--- src/rtl/dlp_pkg.sv ---
package dlp_pkg;

  localparam int WORD_BITS = 8;

  typedef enum logic [1:0] {
    ST_IDLE  = 2'd0,
    ST_TRAIN = 2'd1,
    ST_EVAL  = 2'd2
  } trn_state_t;

  // number of active data lines for a bus-width code
  function automatic int unsigned lanes_for_mode(input logic [1:0] mode);
    case (mode)
      2'b00:   return 1;
      2'b01:   return 2;
      default: return 4;
    endcase
  endfunction

  // training bit expected on a beat, most significant bit first
  function automatic logic word_bit(input logic [7:0] word, input logic [2:0] beat);
    return word[3'd7 - beat];
  endfunction

endpackage

--- src/rtl/dlp_tap_cmp.sv ---
module dlp_tap_cmp #(
  parameter int NTAPS  = 8,
  parameter int NLANES = 4
) (
  input  logic [NTAPS*NLANES-1:0] tap_bits,
  input  logic                    exp_bit,
  input  logic [NLANES-1:0]       lane_en,
  output logic [NTAPS-1:0]        tap_ok
);
  for (genvar t = 0; t < NTAPS; t++) begin : g_tap
    logic [NLANES-1:0] miss;
    assign miss      = (tap_bits[t*NLANES +: NLANES] ^ {NLANES{exp_bit}}) & lane_en;
    assign tap_ok[t] = ~|miss;
  end
endmodule

--- src/rtl/dlp_pass_acc.sv ---
module dlp_pass_acc #(
  parameter int NTAPS = 8
) (
  input  logic             clk,
  input  logic             rst_n,
  input  logic             clr,
  input  logic             beat,
  input  logic [NTAPS-1:0] tap_ok,
  output logic [NTAPS-1:0] pass_mask,
  output logic [3:0]       beat_cnt,
  output logic             last_beat
);
  assign last_beat = beat && (beat_cnt == 4'd7);

  always_ff @(posedge clk) begin
    if (!rst_n) begin
      pass_mask <= '0;
      beat_cnt  <= '0;
    end else if (clr) begin
      pass_mask <= '1;
      beat_cnt  <= '0;
    end else if (beat) begin
      pass_mask <= pass_mask & tap_ok;
      beat_cnt  <= beat_cnt + 4'd1;
    end
  end

  // a beat can only remove taps from the passing set, never add one
  a_r2_mask_only_clears: assert property (@(posedge clk) disable iff (!rst_n)
    (beat && !clr) |=> ((pass_mask & ~$past(pass_mask)) == '0));

  // never more than eight beats are counted per window
  a_r8_beat_bound: assert property (@(posedge clk) disable iff (!rst_n)
    beat_cnt <= 4'd8);
endmodule

--- src/rtl/dlp_window_pick.sv ---
module dlp_window_pick #(
  parameter int NTAPS = 8,
  localparam int TAPW = (NTAPS > 1) ? $clog2(NTAPS) : 1
) (
  input  logic [NTAPS-1:0] pass_mask,
  output logic             found,
  output logic [TAPW-1:0]  mid_tap
);
  always_comb begin
    int run;
    int run_st;
    int best_len;
    int best_st;
    run      = 0;
    run_st   = 0;
    best_len = 0;
    best_st  = 0;
    for (int t = 0; t < NTAPS; t++) begin
      if (pass_mask[t]) begin
        if (run == 0) run_st = t;
        run = run + 1;
        if (run > best_len) begin
          best_len = run;
          best_st  = run_st;
        end
      end else begin
        run = 0;
      end
    end
    found   = (best_len != 0);
    mid_tap = found ? TAPW'(best_st + (best_len - 1) / 2) : '0;
  end
endmodule

--- src/rtl/dlp_trainer.sv ---
module dlp_trainer #(
  parameter int NTAPS  = 8,
  parameter int NLANES = 4,
  localparam int TAPW  = (NTAPS > 1) ? $clog2(NTAPS) : 1,
  localparam int NBITS = NTAPS * NLANES
) (
  input  logic             clk,
  input  logic             rst_n,
  input  logic             rd_start,
  input  logic [7:0]       pat_cfg,
  input  logic [1:0]       lane_mode,
  input  logic             train_win,
  input  logic [NBITS-1:0] tap_bits,
  output logic [TAPW-1:0]  sel_tap,
  output logic             lock,
  output logic             fail
);
  import dlp_pkg::*;

  trn_state_t        state;
  logic [7:0]        pat_q;
  logic [NLANES-1:0] lane_en_q;
  logic [NLANES-1:0] lane_en_d;

  // named internal events
  logic              beat;
  logic              exp_bit;
  logic [NTAPS-1:0]  tap_ok;
  logic [NTAPS-1:0]  pass_mask;
  logic [3:0]        beat_cnt;
  logic              last_beat;
  logic              found;
  logic [TAPW-1:0]   mid_tap;
  logic              eval_now;

  always_comb begin
    for (int l = 0; l < NLANES; l++)
      lane_en_d[l] = lanes_for_mode(lane_mode) > unsigned'(l);
  end

  assign beat     = (state == ST_TRAIN) && train_win && !rd_start;
  assign exp_bit  = word_bit(pat_q, beat_cnt[2:0]);
  assign eval_now = (state == ST_EVAL) && !rd_start;

  dlp_tap_cmp #(.NTAPS(NTAPS), .NLANES(NLANES)) u_cmp (
    .tap_bits (tap_bits),
    .exp_bit  (exp_bit),
    .lane_en  (lane_en_q),
    .tap_ok   (tap_ok)
  );

  dlp_pass_acc #(.NTAPS(NTAPS)) u_acc (
    .clk       (clk),
    .rst_n     (rst_n),
    .clr       (rd_start),
    .beat      (beat),
    .tap_ok    (tap_ok),
    .pass_mask (pass_mask),
    .beat_cnt  (beat_cnt),
    .last_beat (last_beat)
  );

  dlp_window_pick #(.NTAPS(NTAPS)) u_pick (
    .pass_mask (pass_mask),
    .found     (found),
    .mid_tap   (mid_tap)
  );

  always_ff @(posedge clk) begin
    if (!rst_n) begin
      state     <= ST_IDLE;
      pat_q     <= '0;
      lane_en_q <= '0;
      sel_tap   <= '0;
      lock      <= 1'b0;
      fail      <= 1'b0;
    end else if (rd_start) begin
      state     <= ST_TRAIN;
      pat_q     <= pat_cfg;
      lane_en_q <= lane_en_d;
      lock      <= 1'b0;
      fail      <= 1'b0;
    end else begin
      case (state)
        ST_TRAIN: if (last_beat) state <= ST_EVAL;
        ST_EVAL: begin
          state <= ST_IDLE;
          if (found) begin
            sel_tap <= mid_tap;
            lock    <= 1'b1;
          end else begin
            fail    <= 1'b1;
          end
        end
        default: state <= ST_IDLE;
      endcase
    end
  end

  // lock and fail are never both high
  a_r7_lock_fail_excl: assert property (@(posedge clk) disable iff (!rst_n)
    !(lock && fail));

  // a read start clears the previous verdict
  a_r7_clear_on_start: assert property (@(posedge clk) disable iff (!rst_n)
    rd_start |=> (!lock && !fail));

  // a locked tap lies inside the passing set
  a_r4_tap_passes: assert property (@(posedge clk) disable iff (!rst_n)
    lock |-> pass_mask[sel_tap]);

  // an empty passing set keeps the old tap and flags failure
  a_r5_keep_tap: assert property (@(posedge clk) disable iff (!rst_n)
    (eval_now && !found) |=> (fail && !lock && $stable(sel_tap)));

  // the training word is held for the whole read
  a_r6_word_held: assert property (@(posedge clk) disable iff (!rst_n)
    (state != ST_IDLE && !rd_start) |=> $stable(pat_q));
endmodule

--- config.mk ---
export PLATFORM = sky130hd
export DESIGN_NAME = dlp_trainer
export DESIGN_NICKNAME = d
export VERILOG_FILES = /design/src/rtl/dlp_pkg.sv /design/src/rtl/dlp_tap_cmp.sv /design/src/rtl/dlp_pass_acc.sv /design/src/rtl/dlp_window_pick.sv /design/src/rtl/dlp_trainer.sv
export SDC_FILE = /design/constraint.sdc
export NUM_CORES = 1
export LEC_CHECK = 0
export ABC_AREA = 1
export BUFFER_PORTS_ARGS = -buffer_cell sky130_fd_sc_hd__buf_2
export CAP_MARGIN = 15
export CORE_MARGIN = 2
export CORE_UTILIZATION = 55
export DETAILED_ROUTE_END_ITERATION = 12
export PLACE_DENSITY = 0.73
export SETUP_SLACK_MARGIN = 0.02
export SLEW_MARGIN = 15
export SYNTH_ARGS = -nofsm -noshare
export SYNTH_HDL_FRONTEND = slang
export SYNTH_HIERARCHICAL = 1
export SYNTH_SLANG_ARGS = --single-unit
--- constraint.sdc ---
create_clock -name clk -period 14.4 [get_ports clk]
set_clock_uncertainty 0.15 [all_clocks]
set_input_delay 0.72 -clock clk [delete_from_list [all_inputs] [get_ports clk]]
set_output_delay 0.72 -clock clk [all_outputs]
set_load 0.05 [all_outputs]
==> results.md, run 1 <==
- Outcome: completed
- Syn Inst Count: 741
- Initial antenna violation count: 0
- Number of fill cells in the layout: 797
- Core area: 7770 µm²
- Worst setup EP type: flip-flop
- Reg-to-reg slack, setup: 5.80 ns
- Net switching fraction of the power: 46.6%
- Async S/R FF share, synth: 0%
- DP Area: 4650 µm²
- Rel. slew slack: 65.2%
- Worst skew pair latency: 0.28 ns
- Post-cts resize count: 0
- Worst hold path startpoint: lock$_SDFFE_PP0P_
- Die X-Extent: 93.7 µm
- CTS tree: built
- EDFF count, synth: 0
- DRT iter0 DRCs: 170
- Synth Cell Area: 4430 µm²
- HPWL after DPL: 8460 µm
- Port bufs: 50
- RSZ-0062 raised after global routing: no
- Max Clk Rate: 116 MHz
- Required @ worst endpoint: 14.47 ns
- Final setup viols: 0
- CP Class: flip-flop to flip-flop
- CP max stage cell: dfxtp_1
- Period utilization: 59.7%
- Internal: 0.210 mW
- Max H-tree Level: 2
- Postcts setup bufs: 0
- Static Leak: 2.65 nW
- Antenna Nets Post-Route: 0
- Placed insts: 875
- Total grt overflow: 0
- Clk network pwr share: 17.3%
- Most common library cells after synthesis: nand2_1, inv_1, nand3_1
- CTS Root Cell: clkbuf_8
- Worst Max-Slew Pin Slew: 0.520 ns
- Reg-to-Reg Start: u_acc/pass_mask[1]$_SDFFE_PN0P_
- Hold Path Stages: 2
- Most common cell in the netlist: nand2_1
- Final Wtd Congestion: 0.947
- CP startpoint kind: flip-flop
- WHS Endpoint: lock$_SDFFE_PP0P_
- Initial Util: 57.0%
- Cell variety after synth: 47
- Longest Clk Path Bufs: 2
- Largest net degree at the start of global routing: 34
- Wirelength, routed: 10400 µm
- Hold slack: 0.303 ns
- Via density: 5.18
- Primary FF master, synth: dfxtp_1
- PwrDens: 82.9 nW/µm²
- Total clock buffers created by CTS: 5
- Rows: 32
- First-pass GRT wire length: 18700 µm
- Final min period: 8.60 ns
- Maxcap violations: 0
- Yosys warning total: 6
- Synth top area cells: nand2_1, dfxtp_1, inv_1
- Synth top area share: 16.4%
- Net Switching: 0.183 mW
- Multi-input gate area: 3120 µm²
- I/O pins: 51
- Final hold violations: 0
- Flop pwr share: 24.6%
- Clock transition at the registers of the reported paths: 0.06 ns
- Combinational fraction of design power: 58.1%
- Hold Crit Class: flip-flop to flip-flop
- DRC: 0
- Final setup margin: 5.80 ns
- Layout cells sized above 1: 19.0%
- Final std cells w/o fill: 882
- Pre-CTS setup slack: 5.88 ns
- Total GRT Usage: 25.2%
- Area Overhead vs Synth: 7.07%
- FF/Latch Area: 621 µm²
- Reg2Reg Capture Point: sel_tap[1]$_SDFFE_PN0P_
- Worst IR Drop VDD: 0.0816 mV
- Worst Reg-to-Reg Cells: 58
- Setup TNS: 0 ns
- Vias in the first global route: 4384
- Slowest Stage Delay on Critical Path: 0.46 ns
- Vias: 4572
- Hold buffers post-CTS: 0
- Fin. max-slew vios: 0
- Pre-antenna DRT Iters: 4
- Seq cells post-synth: 31
- Sequential share of the synthesized area: 14.0%
- Nets: 864
- # diodes: 0
- Syn Area/Cell: 5.97 µm²
- Die ar.: 8780 µm²
- Die Height: 93.7 µm
- Final instance area: 4740 µm²
- Area leader, netlist: nand2_1
- CP arrival: 8.66 ns
- Drt wl/cell: 11.8 µm
- CTS sink cnt: 31
- Crit path top cell by count: nand2_1
- Worst Path Max Fanout: 15
## cell families after synthesis
logic type	count (synthesis)	synth area share [%]
compound gates	81	10.1
xor+xnor	5	0.989
fa+ha+maj	38	11.1
buf+inv	158	15.6
flops	31	14.0
other cells	2	0.170
simple gates	426	48.1
## final cells by class
| cell class | count | area share, % |
|---|---|---|
| tap | 102 | 2.69 |
| clock inverter | 1 | 0.106 |
| multi-input combinational | 553 | 65.8 |
| inverter | 138 | 11.1 |
| sequential | 31 | 13.1 |
| timing repair buffer | 51 | 5.44 |
| clock buffer | 6 | 1.74 |
## power groups by stage
stage / Combinational [mW] / Clock (mW) / Sequential (mW)
after floorplan: 0.189 / 0 / 0.0940
after global placement: 0.219 / 0 / 0.0984
after detailed placement: 0.225 / 0 / 0.0986
after CTS: 0.228 / 0.0697 / 0.0966
after global routing: 0.265 / 0.0732 / 0.0975
final: 0.228 / 0.0682 / 0.0966
## through the flow
step / util (%) / total power [mW]
finish: 61.0 / 0.393
global route: 61.0 / 0.436
CTS: 61.0 / 0.395
detailed placement: 59.9 / 0.324
global placement: 59.9 / 0.317
floorplan: - / 0.283
## routing by layer
layer	track usage (%)	up-vias	routed length, µm
met2	46.8	87	5300
met1	31.0	2068	4640
li1	-	2404	-
met4	5.68	0	98
met3	2.89	13	345
met5	0	-	0
## worst max-delay path by stage
stage / from / to / slack, ns / depth (start not counted)
6_report: u_acc/pass_mask[1]$_SDFFE_PN0P_ / sel_tap[1]$_SDFFE_PN0P_ / 5.80 / 58
5_1_grt: u_acc/pass_mask[1]$_SDFFE_PN0P_ / sel_tap[1]$_SDFFE_PN0P_ / 4.90 / 57
4_1_cts: u_acc/pass_mask[1]$_SDFFE_PN0P_ / sel_tap[1]$_SDFFE_PN0P_ / 5.85 / 57
3_5_place_dp: u_acc/pass_mask[1]$_SDFFE_PN0P_ / sel_tap[1]$_SDFFE_PN0P_ / 5.88 / 57
3_3_place_gp: u_acc/pass_mask[1]$_SDFFE_PN0P_ / sel_tap[1]$_SDFFE_PN0P_ / 6.31 / 57
2_1_floorplan: u_acc/pass_mask[0]$_SDFFE_PN0P_ / sel_tap[1]$_SDFFE_PN0P_ / 6.65 / 61
## worst max-delay path: cells and delay by family, from the launching register on
kind                       cells  cell delay, ns
and+or+nand+nor               36            3.40
adders and majority gates      9            2.81
AOI/OAI and AO/OA              5            1.13
buffers and inverters          8            0.58
DFF                            1            0.46
## state kept, by name (all words and copies together) (netlist names)
| signal | flops |
|---|---|
| sel_tap | 3 |
| state | 2 |
| fail | 1 |
| lock | 1 |
| u_acc/pass_mask | 8 |
| lane_en_q | 4 |
| u_acc/beat_cnt | 4 |
| pat_q | 8 |
## layout by cell type (no fill, tap or decap), types with 7 or more instances in the layout
master	Yosys	routed
a21oi_1	29	29
buf_2	4	50
dfxtp_1	31	31
ha_1	36	36
inv_1	125	125
inv_2	10	10
nand2_1	194	194
nand2_2	30	30
nand2_4	15	15
nand3_1	86	86
nand3_2	11	11
nand4_1	10	10
nor2_1	51	51
nor2_2	7	7
o21ai_0	29	29
o21ai_1	10	10
(Power assumes the default switching activity.)
==> inputs of run 2 (changes only) <==
==> constraint.sdc (replaced) <==
create_clock -name clk -period 9 [get_ports clk]
set_clock_uncertainty 0.15 [all_clocks]
set_input_delay 0.45 -clock clk [delete_from_list [all_inputs] [get_ports clk]]
set_output_delay 0.45 -clock clk [all_outputs]
set_load 0.05 [all_outputs]
==> run 2 against run 1 <==
Net effect:
- final cell count grew 0.57%
- critical path depth unchanged
- worst setup slack worse by 5.0 ns
- sequential share of layout area shrank 0.19 points
- combinational power is 62% higher
- design area is 1.8% higher
- via count down 0.66%
- largest power group unchanged
- sequential power up 60%
- wire length decreased by 0.31%
==> results.md, run 2 (same netlist as run 1, synthesis figures left out) <==
- Outcome: completed
- Die Height: 93.7 µm
- Reg-to-Reg Start: u_acc/pass_mask[1]$_SDFFE_PN0P_
- Largest net degree at the start of global routing: 34
- PwrDens: 138 nW/µm²
- Required @ worst endpoint: 9.08 ns
- WHS Endpoint: pat_q[7]$_SDFFE_PN0P_
- Antenna Nets Post-Route: 0
- CP max stage cell: dfxtp_2
- Static Leak: 2.68 nW
- Max Clk Rate: 122 MHz
- Initial antenna violation count: 0
- Period utilization: 91.0%
- Worst setup EP type: flip-flop
- Hold Path Stages: 3
- First-pass GRT wire length: 18400 µm
- Most common cell after layout, fill and taps aside: nand2_1
- Fin. max-slew vios: 0
- Clock transition at the registers of the reported paths: 0.07 ns
- Worst Reg-to-Reg Cells: 58
- Layout cells sized above 1: 20.5%
- Worst Path Max Fanout: 12
- Initial Util: 57.0%
- Worst IR Drop VDD: 0.165 mV
- Pre-antenna DRT Iters: 5
- Total grt overflow: 0
- Nets: 868
- Number of fill cells in the layout: 782
- Final setup viols: 0
- Area Overhead vs Synth: 9.04%
- Worst Max-Slew Pin Slew: 0.520 ns
- Die X-Extent: 93.7 µm
- Wirelength, routed: 10400 µm
- Max H-tree Level: 2
- DP Area: 4650 µm²
- Final min period: 8.19 ns
- Core area: 7770 µm²
- Multi-input gate area: 3140 µm²
- HPWL after DPL: 8380 µm
- Rel. slew slack: 65.2%
- Total clock buffers created by CTS: 5
- Vias: 4542
- Rows: 32
- Final instance area: 4830 µm²
- Crit path top cell by count: nand2_1
- Vias in the first global route: 4309
- Hold slack: 0.244 ns
- Worst skew pair latency: 0.29 ns
- Hold Crit Class: primary input to flip-flop
- Reg-to-reg slack, setup: 0.81 ns
- Final hold violations: 0
- Leading registers by flop count: pat_q x8, u_acc/pass_mask x8
- Most frequent cells in the layout: nand2_1, inv_1, nand3_1
- Reg2Reg Capture Point: sel_tap[1]$_SDFFE_PN0P_
- DRC: 0
- CP arrival: 8.27 ns
- Worst hold path startpoint: pat_cfg[7]
- Via density: 5.12
- Final Wtd Congestion: 0.947
- FF/Latch Area: 623 µm²
- CP startpoint kind: flip-flop
- I/O pins: 51
- Die ar.: 8780 µm²
- Setup TNS: 0 ns
- RSZ-0062 raised after global routing: no
- Port bufs: 50
- CTS Root Cell: clkbuf_8
- CTS tree: built
- DRT iter0 DRCs: 169
- Maxcap violations: 0
- Slowest Stage Delay on Critical Path: 0.41 ns
- Drt wl/cell: 11.7 µm
- CTS sink cnt: 31
- CP Class: flip-flop to flip-flop
- # diodes: 0
- Longest Clk Path Bufs: 2
- Total GRT Usage: 25.1%
-- run 2: changes by cell type in the layout (fill, tap and decap cells not counted), moves of 2 or more --
cell	previous run	this run
dfxtp_2	0	2
nor2_2	7	9
o21ai_0	29	25
inv_1	125	123
nor2_1	51	49
dfxtp_1	31	29
o21ai_1	10	13
buf_4	1	5
-- run 2: through the flow --
stage | power [mW] | util (%) | worst slack (ns) | std cells
2_1_floorplan | 0.453 | - | 1.25 | 742
3_3_place_gp | 0.507 | 59.9 | 0.905 | 875
3_5_place_dp | 0.518 | 59.9 | 0.434 | 875
4_1_cts | 0.663 | 61.4 | 0.400 | 883
5_1_grt | 0.736 | 62.1 | 0.0241 | 887
6_report | 0.667 | 62.1 | 0.812 | 887
-- run 2: worst max-delay path by stage --
stage,from,end,slack (ns),depth (start not counted)
final,u_acc/pass_mask[1]$_SDFFE_PN0P_,sel_tap[1]$_SDFFE_PN0P_,0.81,58
after global placement,u_acc/pass_mask[1]$_SDFFE_PN0P_,sel_tap[1]$_SDFFE_PN0P_,0.91,57
after global routing,u_acc/pass_mask[1]$_SDFFE_PN0P_,sel_tap[1]$_SDFFE_PN0P_,0.02,59
after floorplan,u_acc/pass_mask[0]$_SDFFE_PN0P_,sel_tap[1]$_SDFFE_PN0P_,1.25,61
after detailed placement,u_acc/pass_mask[1]$_SDFFE_PN0P_,sel_tap[1]$_SDFFE_PN0P_,0.43,57
after CTS,u_acc/pass_mask[1]$_SDFFE_PN0P_,sel_tap[1]$_SDFFE_PN0P_,0.40,57
-- run 2: report_power, final --
| part | leakage [nW] | internal (mW) | switching, mW |
|---|---|---|---|
| clock | 0.0612 | 0.0895 | 0.0524 |
| combinational | 2.36 | 0.137 | 0.233 |
| sequential | 0.256 | 0.144 | 0.0108 |
-- run 2: area by class of cell --
| cell class | instances | share of cell area [%] |
|---|---|---|
| Multi-Input combinational cell | 553 | 65.1 |
| Clock buffer | 6 | 1.71 |
| Tap cell | 102 | 2.64 |
| Inverter | 138 | 11.0 |
| Timing Repair Buffer | 55 | 5.96 |
| Clock inverter | 2 | 0.726 |
| Sequential cell | 31 | 12.9 |
-- run 2: critical path, delay by kind of cell (launching register included) --
family,cells,cell delay [ns]
adders and majority gates,9,2.54
buffers and inverters,8,0.53
and+or+nand+nor,36,3.45
DFF,1,0.41
AOI/OAI and AO/OA,5,1.06
-- run 2: timing repair --
action	in CTS	in global routing
hold buffers	0	0
endpoints found under the setup margin	0	3
gates resized for setup	0	13
buffers inserted	0	4
-- run 2: metal layers --
metal	up-vias	global-route usage, %	part of all wire, %
met3	14	3.45	3.7
met2	93	45.6	50
met1	2016	30.9	45
met4	0	6.28	1.4
met5	-	0	0
li1	2419	-	-
==> inputs of run 3 (changes only) <==
--- a/config.mk
+++ b/config.mk
@@ -10,6 +10,7 @@
 export CAP_MARGIN = 15
 export CORE_MARGIN = 2
 export CORE_UTILIZATION = 55
+export CTS_BUF_LIST = sky130_fd_sc_hd__clkbuf_16
 export DETAILED_ROUTE_END_ITERATION = 12
 export PLACE_DENSITY = 0.73
 export SETUP_SLACK_MARGIN = 0.02
==> run 3 against run 2 <==
Net effect:
- fmax rose by 0.18%
- sequential cell count unchanged
- critical path depth did not move
- count of clock-buffer cells in the layout down 1
- non-clock buffer count stayed put
- wire length is 0.89% higher
- die area unchanged
- global-route usage up 0.32 points
- register-to-register slack barely moved
==> results.md, run 3 (same netlist as run 1, synthesis figures left out) <==
- Clock transition at the registers of the reported paths: 0.05 ns
- Wirelength, routed: 10400 µm
- # diodes: 0
- Drt wl/cell: 11.8 µm
- Setup TNS: 0 ns
- Net switching fraction of the power: 42.5%
- Flop pwr share: 21.8%
- I/O pins: 51
- First-pass GRT wire length: 18600 µm
- Max H-tree Level: 2
- RSZ-0062 raised after global routing: no
- PwrDens: 146 nW/µm²
- Via density: 5.12
- Maxcap violations: 0
- CP max stage cell: fa_1
- Static Leak: 2.70 nW
- Final min period: 8.17 ns
- CP Class: flip-flop to flip-flop
- Fin. max-slew vios: 0
- Most frequent cells in the layout: nand2_1, inv_1, nand3_1
- Worst skew pair latency: 0.28 ns
- Longest Clk Path Bufs: 2
- Die X-Extent: 93.7 µm
- Final instance area: 4870 µm²
- Total GRT Usage: 25.4%
- Worst Reg-to-Reg Cells: 58
- Pre-antenna DRT Iters: 5
- Clk network pwr share: 26.2%
- DP Area: 4650 µm²
- CTS tree: built
- Required @ worst endpoint: 9.06 ns
- Outcome: completed
- Leading registers by flop count: pat_q x8, u_acc/pass_mask x8
- Rows: 32
- Hold Crit Class: primary input to flip-flop
- CTS Root Cell: clkbuf_16
- Final setup viols: 0
- Worst IR Drop VDD: 0.104 mV
- DRT iter0 DRCs: 134
- Vias in the first global route: 4399
- Period utilization: 90.8%
- Initial antenna violation count: 0
- CP top delay family: simple AND/OR/NAND/NOR gates
- Core area: 7770 µm²
- Pre-CTS setup slack: 0.434 ns
- Layout cells sized above 1: 20.4%
- Worst setup EP type: flip-flop
- Area Overhead vs Synth: 10.1%
- HPWL after DPL: 8380 µm
- Bufs and invs on worst path: 8
- Most common cell after layout, fill and taps aside: nand2_1
- Rel. slew slack: 65.4%
- Final Wtd Congestion: 0.947
- Slowest Stage Delay on Critical Path: 0.42 ns
- Total grt overflow: 0
- Largest net degree at the start of global routing: 34
- Worst path depth: 58
- Die ar.: 8780 µm²
- Nets: 868
- CP arrival: 8.24 ns
- CTS sink cnt: 31
- DRC: 0
- CP startpoint kind: flip-flop
- Crit path top cell by count: nand2_1
- Final setup margin: 0.827 ns
- Worst Path Max Fanout: 12
- Vias: 4542
- Port bufs: 50
- Antenna Nets Post-Route: 0
- Hold Path Stages: 3
- Hold slack: 0.258 ns
- Worst Max-Slew Pin Slew: 0.518 ns
- Number of fill cells in the layout: 778
- Hold buffers post-CTS: 0
- Max Clk Rate: 122 MHz
- Combinational fraction of design power: 52.0%
- Final hold violations: 0
- Net Switching: 0.303 mW
- Die Height: 93.7 µm
- Total clock buffers created by CTS: 5
- Internal: 0.410 mW
- Initial Util: 57.0%
[run 3: changes by cell type in the layout (fill, tap and decap cells not counted)]
cell | previous run | this run
clkbuf_8 | 6 | 0
clkinv_1 | 1 | 2
clkbuf_16 | 0 | 5
[run 3: cell type report]
| cell class | count | area (µm²) | share of cell area [%] |
|---|---|---|---|
| Multi-Input combinational cell | 553 | 3140 | 64.5 |
| Sequential cell | 31 | 623 | 12.8 |
| Inverter | 138 | 529 | 10.9 |
| Timing Repair Buffer | 55 | 288 | 5.91 |
| Tap cell | 102 | 128 | 2.62 |
| Clock buffer | 5 | 125 | 2.57 |
| Clock inverter | 3 | 38.8 | 0.796 |
[run 3: timing repair]
| action | in CTS | in global routing |
|---|---|---|
| setup endpoints to repair | 0 | 3 |
| resized for setup | 0 | 13 |
| buffers inserted | 0 | 4 |
[run 3: routing by layer]
layer  vias to the layer above  wire length (µm)  GRT usage (%)
met3                        17               301           3.05
met2                        74              5260           46.6
met4                         0               175           7.25
met1                      2035              4710           30.8
met5                         -                 0              0
li1                       2416                 -              -
[run 3: power by group through the flow]
stage / registers, mW / logic [mW] / clock network [mW]
floorplan: 0.150 / 0.302 / 0
global placement: 0.157 / 0.350 / 0
detailed placement: 0.158 / 0.360 / 0
CTS: 0.155 / 0.364 / 0.189
global route: 0.157 / 0.429 / 0.196
finish: 0.155 / 0.371 / 0.187
[run 3: worst paths after layout]
check,startpoint,endpoint,slack [ns]
hold / removal,pat_cfg[2],pat_q[2]$_SDFFE_PN0P_,0.26
hold reg to reg,lock$_SDFFE_PP0P_,lock$_SDFFE_PP0P_,0.30
setup reg to reg,u_acc/pass_mask[1]$_SDFFE_PN0P_,sel_tap[1]$_SDFFE_PN0P_,0.83
setup / recovery,u_acc/pass_mask[1]$_SDFFE_PN0P_,sel_tap[1]$_SDFFE_PN0P_,0.83
[run 3: per-stage QoR]
step | instances | total power [mW] | util (%)
2_1_floorplan | 742 | 0.453 | -
3_3_place_gp | 875 | 0.507 | 59.9
3_5_place_dp | 875 | 0.518 | 59.9
4_1_cts | 883 | 0.709 | 62.0
5_1_grt | 887 | 0.782 | 62.7
6_report | 887 | 0.713 | 62.7
[run 3: worst min-delay path, cell delays in order]
cell	delay, ns
buf_2	0.08
nand3_1	0.06
o21ai_1	0.06
